--- config.mk ---
export PLATFORM = sky130hd
export DESIGN_NAME = axi_burst_lint
export DESIGN_NICKNAME = d
export VERILOG_FILES = /design/src/rtl/axi_lint_pkg.sv /design/src/rtl/axi_req_rules.sv /design/src/rtl/axi_wbeat_track.sv /design/src/rtl/axi_burst_lint.sv
export SDC_FILE = /design/constraint.sdc
export NUM_CORES = 1
export LEC_CHECK = 0
export ABC_AREA = 1
export BUFFER_PORTS_ARGS = -buffer_cell sky130_fd_sc_hd__buf_2
export CAP_MARGIN = 20
export CORE_UTILIZATION = 55
export CTS_BUF_LIST = sky130_fd_sc_hd__clkbuf_4
export CTS_CLUSTER_DIAMETER = 50
export DETAILED_ROUTE_END_ITERATION = 10
export HOLD_SLACK_MARGIN = 0.1
export PLACE_DENSITY_LB_ADDON = 0.12
export SLEW_MARGIN = 40
export SYNTH_ARGS = -nofsm -noshare
export SYNTH_HDL_FRONTEND = slang
export SYNTH_HIERARCHICAL = 1
export SYNTH_SLANG_ARGS = --single-unit
--- constraint.sdc ---
create_clock -name clk -period 3.1 [get_ports clk]
set_clock_uncertainty 0.15 [all_clocks]
set_input_delay 0.465 -clock clk [delete_from_list [all_inputs] [get_ports clk]]
set_output_delay 0.465 -clock clk [all_outputs]
set_load 0.01 [all_outputs]
--- src/rtl/axi_lint_pkg.sv ---
package axi_lint_pkg;

  typedef enum logic [1:0] {
    BT_FIXED = 2'b00,
    BT_INCR  = 2'b01,
    BT_WRAP  = 2'b10,
    BT_RSVD  = 2'b11
  } burst_e;

  localparam int RULE_N    = 8;
  localparam int ADDR_RULES = 5;
  localparam int E_BTYPE   = 0;
  localparam int E_WRAPLEN = 1;
  localparam int E_PAGE    = 2;
  localparam int E_ALIGN   = 3;
  localparam int E_SIZE    = 4;
  localparam int E_EARLY   = 5;
  localparam int E_NOLAST  = 6;
  localparam int E_OVERLAP = 7;

  // Wrap bursts must span 2, 4, 8 or 16 beats.
  function automatic logic wrap_len_ok(input logic [3:0] len);
    return (len == 4'd1) || (len == 4'd3) || (len == 4'd7) || (len == 4'd15);
  endfunction

endpackage

--- src/rtl/axi_req_rules.sv ---
module axi_req_rules
  import axi_lint_pkg::*;
#(
  parameter int ADDR_W = 32,
  parameter int DATA_W = 32
) (
  input  logic                  hs,
  input  logic [ADDR_W-1:0]     addr,
  input  logic [3:0]            len,
  input  logic [2:0]            size,
  input  burst_e                burst,
  output logic [ADDR_RULES-1:0] viol
);
  localparam int BYTES = DATA_W / 8;
  localparam int LOG_B = $clog2(BYTES);
  localparam int PAGE_LSB = 12;

  function automatic logic leaves_page(input logic [ADDR_W-1:0] a,
                                       input logic [3:0] l,
                                       input logic [2:0] s);
    logic [ADDR_W-1:0] span;
    logic [ADDR_W-1:0] last_byte;
    span      = ADDR_W'({1'b0, l} + 5'd1) << s;
    last_byte = a + span - ADDR_W'(1);
    return last_byte[ADDR_W-1:PAGE_LSB] != a[ADDR_W-1:PAGE_LSB];
  endfunction

  logic misalign;

  generate
    if (LOG_B == 0) begin : g_byte_bus
      assign misalign = 1'b0;
    end else begin : g_wide_bus
      assign misalign = |addr[LOG_B-1:0];
    end
  endgenerate

  always_comb begin
    viol            = '0;
    viol[E_BTYPE]   = hs && (burst == BT_RSVD);
    viol[E_WRAPLEN] = hs && (burst == BT_WRAP) && !wrap_len_ok(len);
    viol[E_PAGE]    = hs && (burst == BT_INCR) && leaves_page(addr, len, size);
    viol[E_ALIGN]   = hs && misalign;
    viol[E_SIZE]    = hs && (size != 3'(LOG_B));
  end

endmodule

--- src/rtl/axi_wbeat_track.sv ---
module axi_wbeat_track #(
  parameter int ID_W  = 4,
  parameter int LEN_W = 4
) (
  input  logic             clk,
  input  logic             rst_n,
  input  logic             aw_hs,
  input  logic [LEN_W-1:0] aw_len,
  input  logic [ID_W-1:0]  aw_id,
  input  logic             w_hs,
  input  logic             w_last,
  output logic             early_last,
  output logic             miss_last,
  output logic             overlap,
  output logic [ID_W-1:0]  cur_id
);
  logic             busy;
  logic [LEN_W-1:0] cnt;
  logic [LEN_W-1:0] len_q;
  logic             final_beat;
  logic             end_now;

  assign final_beat = (cnt == len_q);
  assign end_now    = busy && w_hs && (w_last || final_beat);
  assign early_last = busy && w_hs && w_last && !final_beat;
  assign miss_last  = busy && w_hs && !w_last && final_beat;
  assign overlap    = aw_hs && busy && !end_now;

  always_ff @(posedge clk or negedge rst_n) begin
    if (!rst_n) begin
      busy   <= 1'b0;
      cnt    <= '0;
      len_q  <= '0;
      cur_id <= '0;
    end else if (aw_hs) begin
      busy   <= 1'b1;
      cnt    <= '0;
      len_q  <= aw_len;
      cur_id <= aw_id;
    end else if (end_now) begin
      busy <= 1'b0;
    end else if (busy && w_hs) begin
      cnt <= cnt + 1'b1;
    end
  end


  cnt_in_range_chk: assert property (@(posedge clk) disable iff (!rst_n)
    busy |-> (cnt <= len_q));


  last_closes_chk: assert property (@(posedge clk) disable iff (!rst_n)
    (busy && w_hs && w_last && !aw_hs) |=> !busy);

endmodule

--- src/rtl/axi_burst_lint.sv ---
module axi_burst_lint
  import axi_lint_pkg::*;
#(
  parameter int ID_W   = 4,
  parameter int ADDR_W = 32,
  parameter int DATA_W = 32
) (
  input  logic              clk,
  input  logic              rst_n,
  input  logic              clr,
  input  logic              aw_valid,
  input  logic              aw_ready,
  input  logic [ADDR_W-1:0] aw_addr,
  input  logic [3:0]        aw_len,
  input  logic [2:0]        aw_size,
  input  logic [1:0]        aw_burst,
  input  logic [ID_W-1:0]   aw_id,
  input  logic              ar_valid,
  input  logic              ar_ready,
  input  logic [ADDR_W-1:0] ar_addr,
  input  logic [3:0]        ar_len,
  input  logic [2:0]        ar_size,
  input  logic [1:0]        ar_burst,
  input  logic [ID_W-1:0]   ar_id,
  input  logic              w_valid,
  input  logic              w_ready,
  input  logic              w_last,
  output logic [7:0]        err_flags,
  output logic              err_pulse,
  output logic [ID_W-1:0]   err_id
);
  localparam int NCH = 2;  // channel 0 = write address, 1 = read address

  logic aw_hs, ar_hs, w_hs;
  assign aw_hs = aw_valid && aw_ready;
  assign ar_hs = ar_valid && ar_ready;
  assign w_hs  = w_valid && w_ready;

  logic                  ch_hs    [NCH];
  logic [ADDR_W-1:0]     ch_addr  [NCH];
  logic [3:0]            ch_len   [NCH];
  logic [2:0]            ch_size  [NCH];
  burst_e                ch_burst [NCH];
  logic [ADDR_RULES-1:0] ch_viol  [NCH];

  assign ch_hs[0] = aw_hs;    assign ch_hs[1] = ar_hs;
  assign ch_addr[0] = aw_addr;  assign ch_addr[1] = ar_addr;
  assign ch_len[0] = aw_len;   assign ch_len[1] = ar_len;
  assign ch_size[0] = aw_size;  assign ch_size[1] = ar_size;
  assign ch_burst[0] = burst_e'(aw_burst);
  assign ch_burst[1] = burst_e'(ar_burst);

  generate
    for (genvar c = 0; c < NCH; c++) begin : g_ch
      axi_req_rules #(.ADDR_W(ADDR_W), .DATA_W(DATA_W)) u_rules (
        .hs   (ch_hs[c]),
        .addr (ch_addr[c]),
        .len  (ch_len[c]),
        .size (ch_size[c]),
        .burst(ch_burst[c]),
        .viol (ch_viol[c])
      );
    end
  endgenerate

  logic            early_last, miss_last, overlap;
  logic [ID_W-1:0] trk_id;

  axi_wbeat_track #(.ID_W(ID_W), .LEN_W(4)) u_track (
    .clk       (clk),
    .rst_n     (rst_n),
    .aw_hs     (aw_hs),
    .aw_len    (aw_len),
    .aw_id     (aw_id),
    .w_hs      (w_hs),
    .w_last    (w_last),
    .early_last(early_last),
    .miss_last (miss_last),
    .overlap   (overlap),
    .cur_id    (trk_id)
  );

  logic [RULE_N-1:0] new_viol;
  logic              any_new;
  logic              aw_fault, w_fault, ar_fault;
  logic [ID_W-1:0]   id_next;

  always_comb begin
    new_viol                   = '0;
    new_viol[ADDR_RULES-1:0]   = ch_viol[0] | ch_viol[1];
    new_viol[E_EARLY]          = early_last;
    new_viol[E_NOLAST]         = miss_last;
    new_viol[E_OVERLAP]        = overlap;
  end

  assign any_new  = |new_viol;
  assign aw_fault = (|ch_viol[0]) || overlap;
  assign w_fault  = early_last || miss_last;
  assign ar_fault = |ch_viol[1];

  always_comb begin
    if (aw_fault)      id_next = aw_id;
    else if (w_fault)  id_next = trk_id;
    else if (ar_fault) id_next = ar_id;
    else               id_next = err_id;
  end

  always_ff @(posedge clk or negedge rst_n) begin
    if (!rst_n) begin
      err_flags <= '0;
      err_pulse <= 1'b0;
      err_id    <= '0;
    end else begin
      err_flags <= (clr ? '0 : err_flags) | new_viol;
      err_pulse <= any_new;
      err_id    <= id_next;
    end
  end


  pulse_has_flag_chk: assert property (@(posedge clk) disable iff (!rst_n)
    err_pulse |-> (err_flags != '0));


  pulse_needs_hs_chk: assert property (@(posedge clk) disable iff (!rst_n)
    err_pulse |-> $past(aw_hs || ar_hs || w_hs));


  flags_sticky_chk: assert property (@(posedge clk) disable iff (!rst_n)
    !clr |=> ((err_flags & $past(err_flags)) == $past(err_flags)));


  clear_empties_chk: assert property (@(posedge clk) disable iff (!rst_n)
    (clr && !any_new) |=> (err_flags == '0));


  id_holds_chk: assert property (@(posedge clk) disable iff (!rst_n)
    !any_new |=> $stable(err_id));

endmodule

### Word-level counts from Yosys, hierarchy flattened

Cells that the tools add are included.

| cells by class | value |
|---|---|
| $lt $le $gt $ge | 0 |
| add/sub/neg operators | 7 |
| bitwise operators | 2 |
| multipliers | 0 |
| shift-type cells | 2 |
| muxes and demuxes | 9 |
| div/mod/pow operators | 0 |
| reductions and logical operators | 48 |
| equal/unequal tests | 20 |

Operator list:

| operator | number |
|---|---|
| adder 32 bit | 2 |
| << shifter 32 x 3 -> 32 bit | 2 |
| subtractor 32 x 1 -> 32 bit, second input constant | 2 |
| inequality test 20 bit | 2 |
| logical AND 1 bit | 25 |
| 2-to-1 mux 4 bit | 6 |
| adder 4 x 1 -> 5 bit, second input constant | 2 |
| OR reduction 5 bit | 2 |
| logical OR 1 bit | 9 |
| equality test 2 bit, second input constant | 4 |
| equality test 4 x 1 -> 1 bit, second input constant | 2 |
| equality test 4 x 2 -> 1 bit, second input constant | 2 |
| equality test 4 x 3 -> 1 bit, second input constant | 2 |
| equality test 4 bit, second input constant | 2 |
| 2-to-1 mux 8 bit | 1 |
| OR 8 bit | 1 |
| OR reduction 8 bit | 1 |
| inequality test 3 x 2 -> 1 bit, second input constant | 2 |
| zero test 1 bit | 5 |
| OR 5 bit | 1 |
| adder 4 x 1 -> 4 bit, second input constant | 1 |
| equality test 2 x 1 -> 1 bit, second input constant | 2 |
| equality test 4 bit | 1 |
| nonzero test 2 bit | 2 |
| 5 further kinds | 7 |

| word-level totals | value |
|---|---|
| bits in latches | 0 |
| word-level logic and storage cells | 95 |
| bits in read-only memories | 0 |
| memories | 0 |
| input port bits | 100 |
| register bits | 26 |
| memory bits (writable) | 0 |
| output and inout bits | 13 |

### Logic depth before layout (Yosys ltp)

| logic depth | value |
|---|---|
| depth after elaboration | 10 |
| mapped depth | 33 |
| mapped depth without buffers | 33 |

### Cells and area by module

The synthesis kept the hierarchy.

By module, submodules not included:

| module | instances | area an instance (sq um) | cells an instance |
|---|---|---|---|
| axi_req_rules at g_ch[0].u_rules | 1 | 2966.6 | 562 |
| axi_req_rules at g_ch[1].u_rules | 1 | 2845.2 | 541 |
| axi_burst_lint | 1 | 753.2 | 102 |
| axi_wbeat_track | 1 | 696.9 | 88 |

### Worst setup path after synthesis

OpenSTA, ideal clock, no wires.

| timing | value |
|---|---|
| path type | in2reg |
| start | in aw_len[0] |
| end | reg err_id[0] |
| setup time | 0.117 ns |
| arrival time | 3.529 ns |
| required time | 2.833 ns |
| setup slack | -0.696 ns |
| stages on the path | 30 |
| cells stage by stage | ha_1 xor2_1 nand2_1 o21ai_0 o21ai_0 or2_2 ha_1 inv_1 ha_1 nand2_1 nor2_1 nand3_1 nand2_1 nand2_1 nand2_2 nand2_1 nand2_1 nand2_1 clkinv_1 nand3_1 nor2_1 nand4_1 nor2_1 a21oi_1 nor2_2 nand2_2 nor2_8 nand2_1 nand3_1 nand2_1 |

RTL lines:

| element | line | source |
|---|---|---|
| from (decl) | axi_burst_lint.sv:14 | `input logic [3:0] aw_len,` |
| to (signal assigned) | axi_burst_lint.sv:116 | `err_id <= id_next;` |
| to (decl) | axi_burst_lint.sv:30 | `output logic [ID_W-1:0] err_id` |

==> run_summary.xml <==
<?xml version="1.0" encoding="UTF-8"?>
<metrics>
  <group name="clock_network">
    <metric name="cts_root_buf" unit="">sky130_fd_sc_hd__clkbuf_4</metric>
    <metric name="clock_tree_buf_depth" unit="">2</metric>
    <metric name="clkSinkCount" unit="">26</metric>
    <metric name="tritoncts.num_buffers" unit="">3</metric>
    <metric name="ctsHtreeMaxLevel" unit="">1</metric>
    <metric name="worst_setup_hold_path_clk_slew" unit="ns">0.14</metric>
    <metric name="insertion_delay" unit="ns">0.31</metric>
    <metric name="cts_tree" unit="">done</metric>
  </group>
  <group name="synthesis">
    <metric name="share_of_synthesized_area_occupied_by_flip_flops_and_latches" unit="%">8.96</metric>
    <metric name="yosysTopAreaCell" unit="">sky130_fd_sc_hd__nand2_1</metric>
    <metric name="synth_top_area_share" unit="%">19.4</metric>
    <metric name="synth_nets" unit="">1478</metric>
    <metric name="async_flop_share" unit="%">100</metric>
    <metric name="ys.flop_type" unit="">sky130_fd_sc_hd__dfrtp_1</metric>
    <metric name="post_synth_most_frequent_cells" unit="">sky130_fd_sc_hd__nand2_1 (375), sky130_fd_sc_hd__inv_1 (269), sky130_fd_sc_hd__nor2_1 (105)</metric>
    <metric name="ys_ff_latch" unit="">26</metric>
    <metric name="synthMostInstantiatedCell" unit="">sky130_fd_sc_hd__nand2_1</metric>
    <metric name="syn-instance-count" unit="">1293</metric>
    <metric name="synthesis.yosys.warnings" unit="">6</metric>
    <metric name="synth.avg_cell_area" unit="µm²">5.62</metric>
    <metric name="edff_count_synth" unit="">0</metric>
    <metric name="synth.area.top_cells" unit="">sky130_fd_sc_hd__nand2_1 (19%), sky130_fd_sc_hd__ha_1 (15%), sky130_fd_sc_hd__inv_1 (14%)</metric>
    <metric name="synth_cell_type_count" unit="">47</metric>
    <metric name="post_synth_instance_area" unit="µm²">7260</metric>
  </group>
  <group name="critical_path">
    <metric name="reg2reg_to" unit="">err_pulse</metric>
    <metric name="worst-r2r-cell-count" unit="">12</metric>
    <metric name="regToRegStartpoint" unit="">u_track/cnt[0]</metric>
    <metric name="setup.worst_path.class" unit="">input pin to register</metric>
    <metric name="sort_of_element_at_the_start_of_the_critical_path" unit="">input pin</metric>
    <metric name="timing.critical_path.arrival" unit="ns">4.09</metric>
    <metric name="crit_end_element" unit="">register</metric>
    <metric name="worstPathMaxFanout" unit="">5</metric>
    <metric name="worst-endpoint-required" unit="ns">3.19</metric>
    <metric name="reg2reg_slack" unit="ns">0.98</metric>
    <metric name="cp-startpoint" unit="">aw_len[1]</metric>
  </group>
  <group name="grt">
    <metric name="grt_pass1_wl" unit="mm">34.7</metric>
    <metric name="globalRouteTotalUtil" unit="%">31.1</metric>
    <metric name="grt_overflow" unit="">0</metric>
    <metric name="antenna_found_initial" unit="">1</metric>
    <metric name="grt_max_degree" unit="">27</metric>
    <metric name="first_global_vias" unit="">7972</metric>
  </group>
  <group name="floorplanning">
    <metric name="num_rows" unit="">41</metric>
    <metric name="fp.dieH" unit="µm">117</metric>
    <metric name="ioPinCount" unit="">113</metric>
    <metric name="initial_standard_cell_utilization_of_the_core" unit="%">57.1</metric>
    <metric name="die_area" unit="µm²">13700</metric>
    <metric name="core_area" unit="µm²">12700</metric>
    <metric name="floorplan.die.width" unit="µm">117</metric>
  </group>
  <group name="place">
    <metric name="post-place-ws" unit="ns">-1.31</metric>
    <metric name="detailed_place_hpwl" unit="mm">17.4</metric>
    <metric name="place.gp.congestion" unit="">0.992</metric>
    <metric name="port_buffers" unit="">110</metric>
  </group>
  <group name="sta">
    <metric name="tightestPinTransition" unit="ns">0.642</metric>
    <metric name="crit_share_post_route" unit="%">129</metric>
    <metric name="timing.final.crit_period" unit="ns">4.00</metric>
    <metric name="final-hold-violation-count" unit="">0</metric>
    <metric name="relSlewSlack" unit="%">56.8</metric>
    <metric name="fmax" unit="MHz">250</metric>
    <metric name="finalSetupViolCount" unit="">6</metric>
    <metric name="drv_slew" unit="">0</metric>
    <metric name="setup_slack_after_layout" unit="ns">-0.902</metric>
    <metric name="final.setup.tns" unit="ns">-4.98</metric>
    <metric name="setup_repair_after_global_routing_missed_its_margin" unit="">yes</metric>
  </group>
  <group name="power_and_ir_drop">
    <metric name="p_leak" unit="µW">0.00558</metric>
    <metric name="power-per-cell-area" unit="nW/µm²">285</metric>
    <metric name="ir_worst_vdd" unit="mV">0.166</metric>
    <metric name="p_seq_share" unit="%">14.3</metric>
    <metric name="power_frac_clock" unit="%">8.0</metric>
    <metric name="power.internal" unit="µW">1470</metric>
    <metric name="power.switching_fraction" unit="%">49.1</metric>
    <metric name="design_power_total" unit="µW">2880</metric>
    <metric name="power_switching" unit="µW">1420</metric>
    <metric name="p_comb_share" unit="%">77.6</metric>
  </group>
  <group name="final_layout">
    <metric name="final_net_count" unit="">1734</metric>
    <metric name="drive_above_1_share" unit="%">32.4</metric>
    <metric name="areaGrowthSynthToFinish" unit="%">39.5</metric>
    <metric name="layout.core_utilization" unit="%">79.7</metric>
    <metric name="fillerInstances" unit="">985</metric>
  </group>
  <group name="drt">
    <metric name="avgViaCountPerCell" unit="">5.18</metric>
    <metric name="route.vias.total" unit="">8909</metric>
    <metric name="initial_drc_count" unit="">717</metric>
    <metric name="route.final.wire_length" unit="mm">22.0</metric>
    <metric name="postRouteAntennaNets" unit="">0</metric>
    <metric name="drt_pre_antenna_iters" unit="">6</metric>
    <metric name="detail_route.wl_per_cell" unit="µm">12.8</metric>
    <metric name="post-route-drc-count" unit="">0</metric>
  </group>
  <group name="status">
    <metric name="violations_in_the_final_reports" unit="">negative setup slack</metric>
    <metric name="run_status" unit="">complete, but fails checks</metric>
  </group>
  <group name="worst_hold_path">
    <metric name="timing.hold.worst_path_depth" unit="">3</metric>
    <metric name="min_path_type" unit="">input pin to register</metric>
    <metric name="worstHoldEndpoint" unit="">u_track/cur_id[3]</metric>
    <metric name="worst_hold_startpoint" unit="">aw_id[3]</metric>
  </group>
  <group name="run">
    <metric name="maxCapViolCount" unit="">0</metric>
  </group>
</metrics>
## registers in the layout (all words and copies together), names as in the netlist
signal	flops
err_flags	8
err_id	4
err_pulse	1
u_track/busy	1
u_track/cnt	4
u_track/cur_id	4
u_track/len_q	4
## layout by cell type (no fill, tap or decap), types with 4 or more instances in the layout
cell | Yosys | final
sky130_fd_sc_hd__dfrtp_1 | 26 | 26
sky130_fd_sc_hd__nor3_2 | 5 | 8
sky130_fd_sc_hd__o21ai_1 | 7 | 19
sky130_fd_sc_hd__o21bai_1 | 14 | 11
sky130_fd_sc_hd__buf_2 | 2 | 106
sky130_fd_sc_hd__a21oi_4 | 0 | 9
sky130_fd_sc_hd__nand2_1 | 375 | 338
sky130_fd_sc_hd__nor2_1 | 105 | 86
sky130_fd_sc_hd__nand3b_1 | 9 | 9
sky130_fd_sc_hd__nor2_4 | 6 | 13
sky130_fd_sc_hd__ha_4 | 0 | 27
sky130_fd_sc_hd__nand4_1 | 15 | 15
sky130_fd_sc_hd__xnor2_1 | 17 | 17
sky130_fd_sc_hd__nand3_1 | 82 | 73
sky130_fd_sc_hd__a31oi_1 | 5 | 5
sky130_fd_sc_hd__nor2_2 | 12 | 25
sky130_fd_sc_hd__o21ai_0 | 55 | 25
sky130_fd_sc_hd__nand2_2 | 21 | 48
sky130_fd_sc_hd__o21ai_2 | 0 | 16
sky130_fd_sc_hd__nand3_2 | 6 | 15
sky130_fd_sc_hd__inv_2 | 9 | 24
sky130_fd_sc_hd__buf_4 | 0 | 146
sky130_fd_sc_hd__xor2_1 | 25 | 24
sky130_fd_sc_hd__a21o_1 | 9 | 9
sky130_fd_sc_hd__buf_6 | 2 | 4
sky130_fd_sc_hd__nand2_4 | 4 | 14
sky130_fd_sc_hd__nor3_1 | 16 | 11
sky130_fd_sc_hd__a21oi_2 | 3 | 19
sky130_fd_sc_hd__inv_1 | 269 | 254
sky130_fd_sc_hd__ha_1 | 85 | 57
sky130_fd_sc_hd__a21oi_1 | 74 | 49
## worst max-delay path: stages
cell and delay (ns):
sky130_fd_sc_hd__buf_6 0.11, sky130_fd_sc_hd__inv_1 0.09, sky130_fd_sc_hd__ha_4 0.21, sky130_fd_sc_hd__nand2_1 0.11
sky130_fd_sc_hd__nand2_1 0.11, sky130_fd_sc_hd__o21ai_2 0.18, sky130_fd_sc_hd__o21ai_1 0.11, sky130_fd_sc_hd__ha_1 0.31
sky130_fd_sc_hd__inv_2 0.05, sky130_fd_sc_hd__ha_4 0.27, sky130_fd_sc_hd__a21oi_4 0.20, sky130_fd_sc_hd__o21ai_2 0.11
sky130_fd_sc_hd__a21oi_2 0.25, sky130_fd_sc_hd__nand2_2 0.12, sky130_fd_sc_hd__nand3_2 0.08, sky130_fd_sc_hd__nand2_2 0.08
sky130_fd_sc_hd__xor2_2 0.15, sky130_fd_sc_hd__nand2_1 0.06, sky130_fd_sc_hd__nand4_1 0.09, sky130_fd_sc_hd__nor2_2 0.19
sky130_fd_sc_hd__a21oi_2 0.10, sky130_fd_sc_hd__nor2_2 0.16, sky130_fd_sc_hd__nand2_4 0.09, sky130_fd_sc_hd__nor2_8 0.17
sky130_fd_sc_hd__nand2_4 0.10, sky130_fd_sc_hd__buf_4 0.14
## power by group through the flow
stage	clock network [µW]	logic, µW	registers [µW]
after floorplan	0	1250	424
after global placement	0	1830	417
after detailed placement	0	1860	418
after CTS	237	2060	411
after global routing	252	2450	417
final	232	2240	413
## routing by layer
layer	share of wire [%]	vias up	track usage, %	wire length, µm
met5	0	-	0	0
met4	2.5	0	7.68	558
met3	6.9	67	3.91	1520
met2	46	332	55.2	10200
met1	44	3928	39.7	9720
li1	-	4582	-	-
## stage by stage
step	hold slack [ns]	cell area [µm²]	cells
CTS	0.206	9840	1716
global route	0.199	10100	1721
detailed placement	0.313	9280	1699
floorplan	0.0194	7570	1293
finish	0.214	10100	1721
global placement	0.308	9280	1699
## what timing repair did
item	CTS	global route
gates resized for setup	107	67
buffers inserted	11	4
pin swaps	69	40
hold buffers	1	0
gates cloned	1	0
hold endpoints to repair	26	0
endpoints found under the setup margin	6	6
## final cells by class
type / count / area (µm²) / area share (%)
timing repair buffer: 258 / 1700 / 16.7
tap: 172 / 215 / 2.12
inverter: 282 / 1060 / 10.5
clock buffer: 3 / 22.5 / 0.222
antenna: 1 / 2.50 / 0.0247
sequential: 26 / 651 / 6.42
clock inverter: 1 / 30.0 / 0.296
multi-input combinational: 978 / 6450 / 63.7
## kinds of logic (layout without fill, tap and decap cells)
logic type	Yosys count	in the layout	share of synthesized area (%)
simple gates	670	671	41.9
buf+inv	290	544	15.3
compound gates	179	179	13.9
fa+ha+maj	85	85	14.6
xor+xnor	43	43	5.29
flops	26	26	8.96
other cells	0	1	0
## worst max path at each step
stage	cells after the start	to	slack, ns
2_1_floorplan	30	err_id[0]	-0.55
3_3_place_gp	28	err_id[2]	-1.21
3_5_place_dp	28	err_id[3]	-1.31
4_1_cts	30	err_id[3]	-0.69
5_1_grt	32	err_id[0]	-1.04
6_report	26	err_pulse	-0.90
Power figures use the tool's default switching activity.
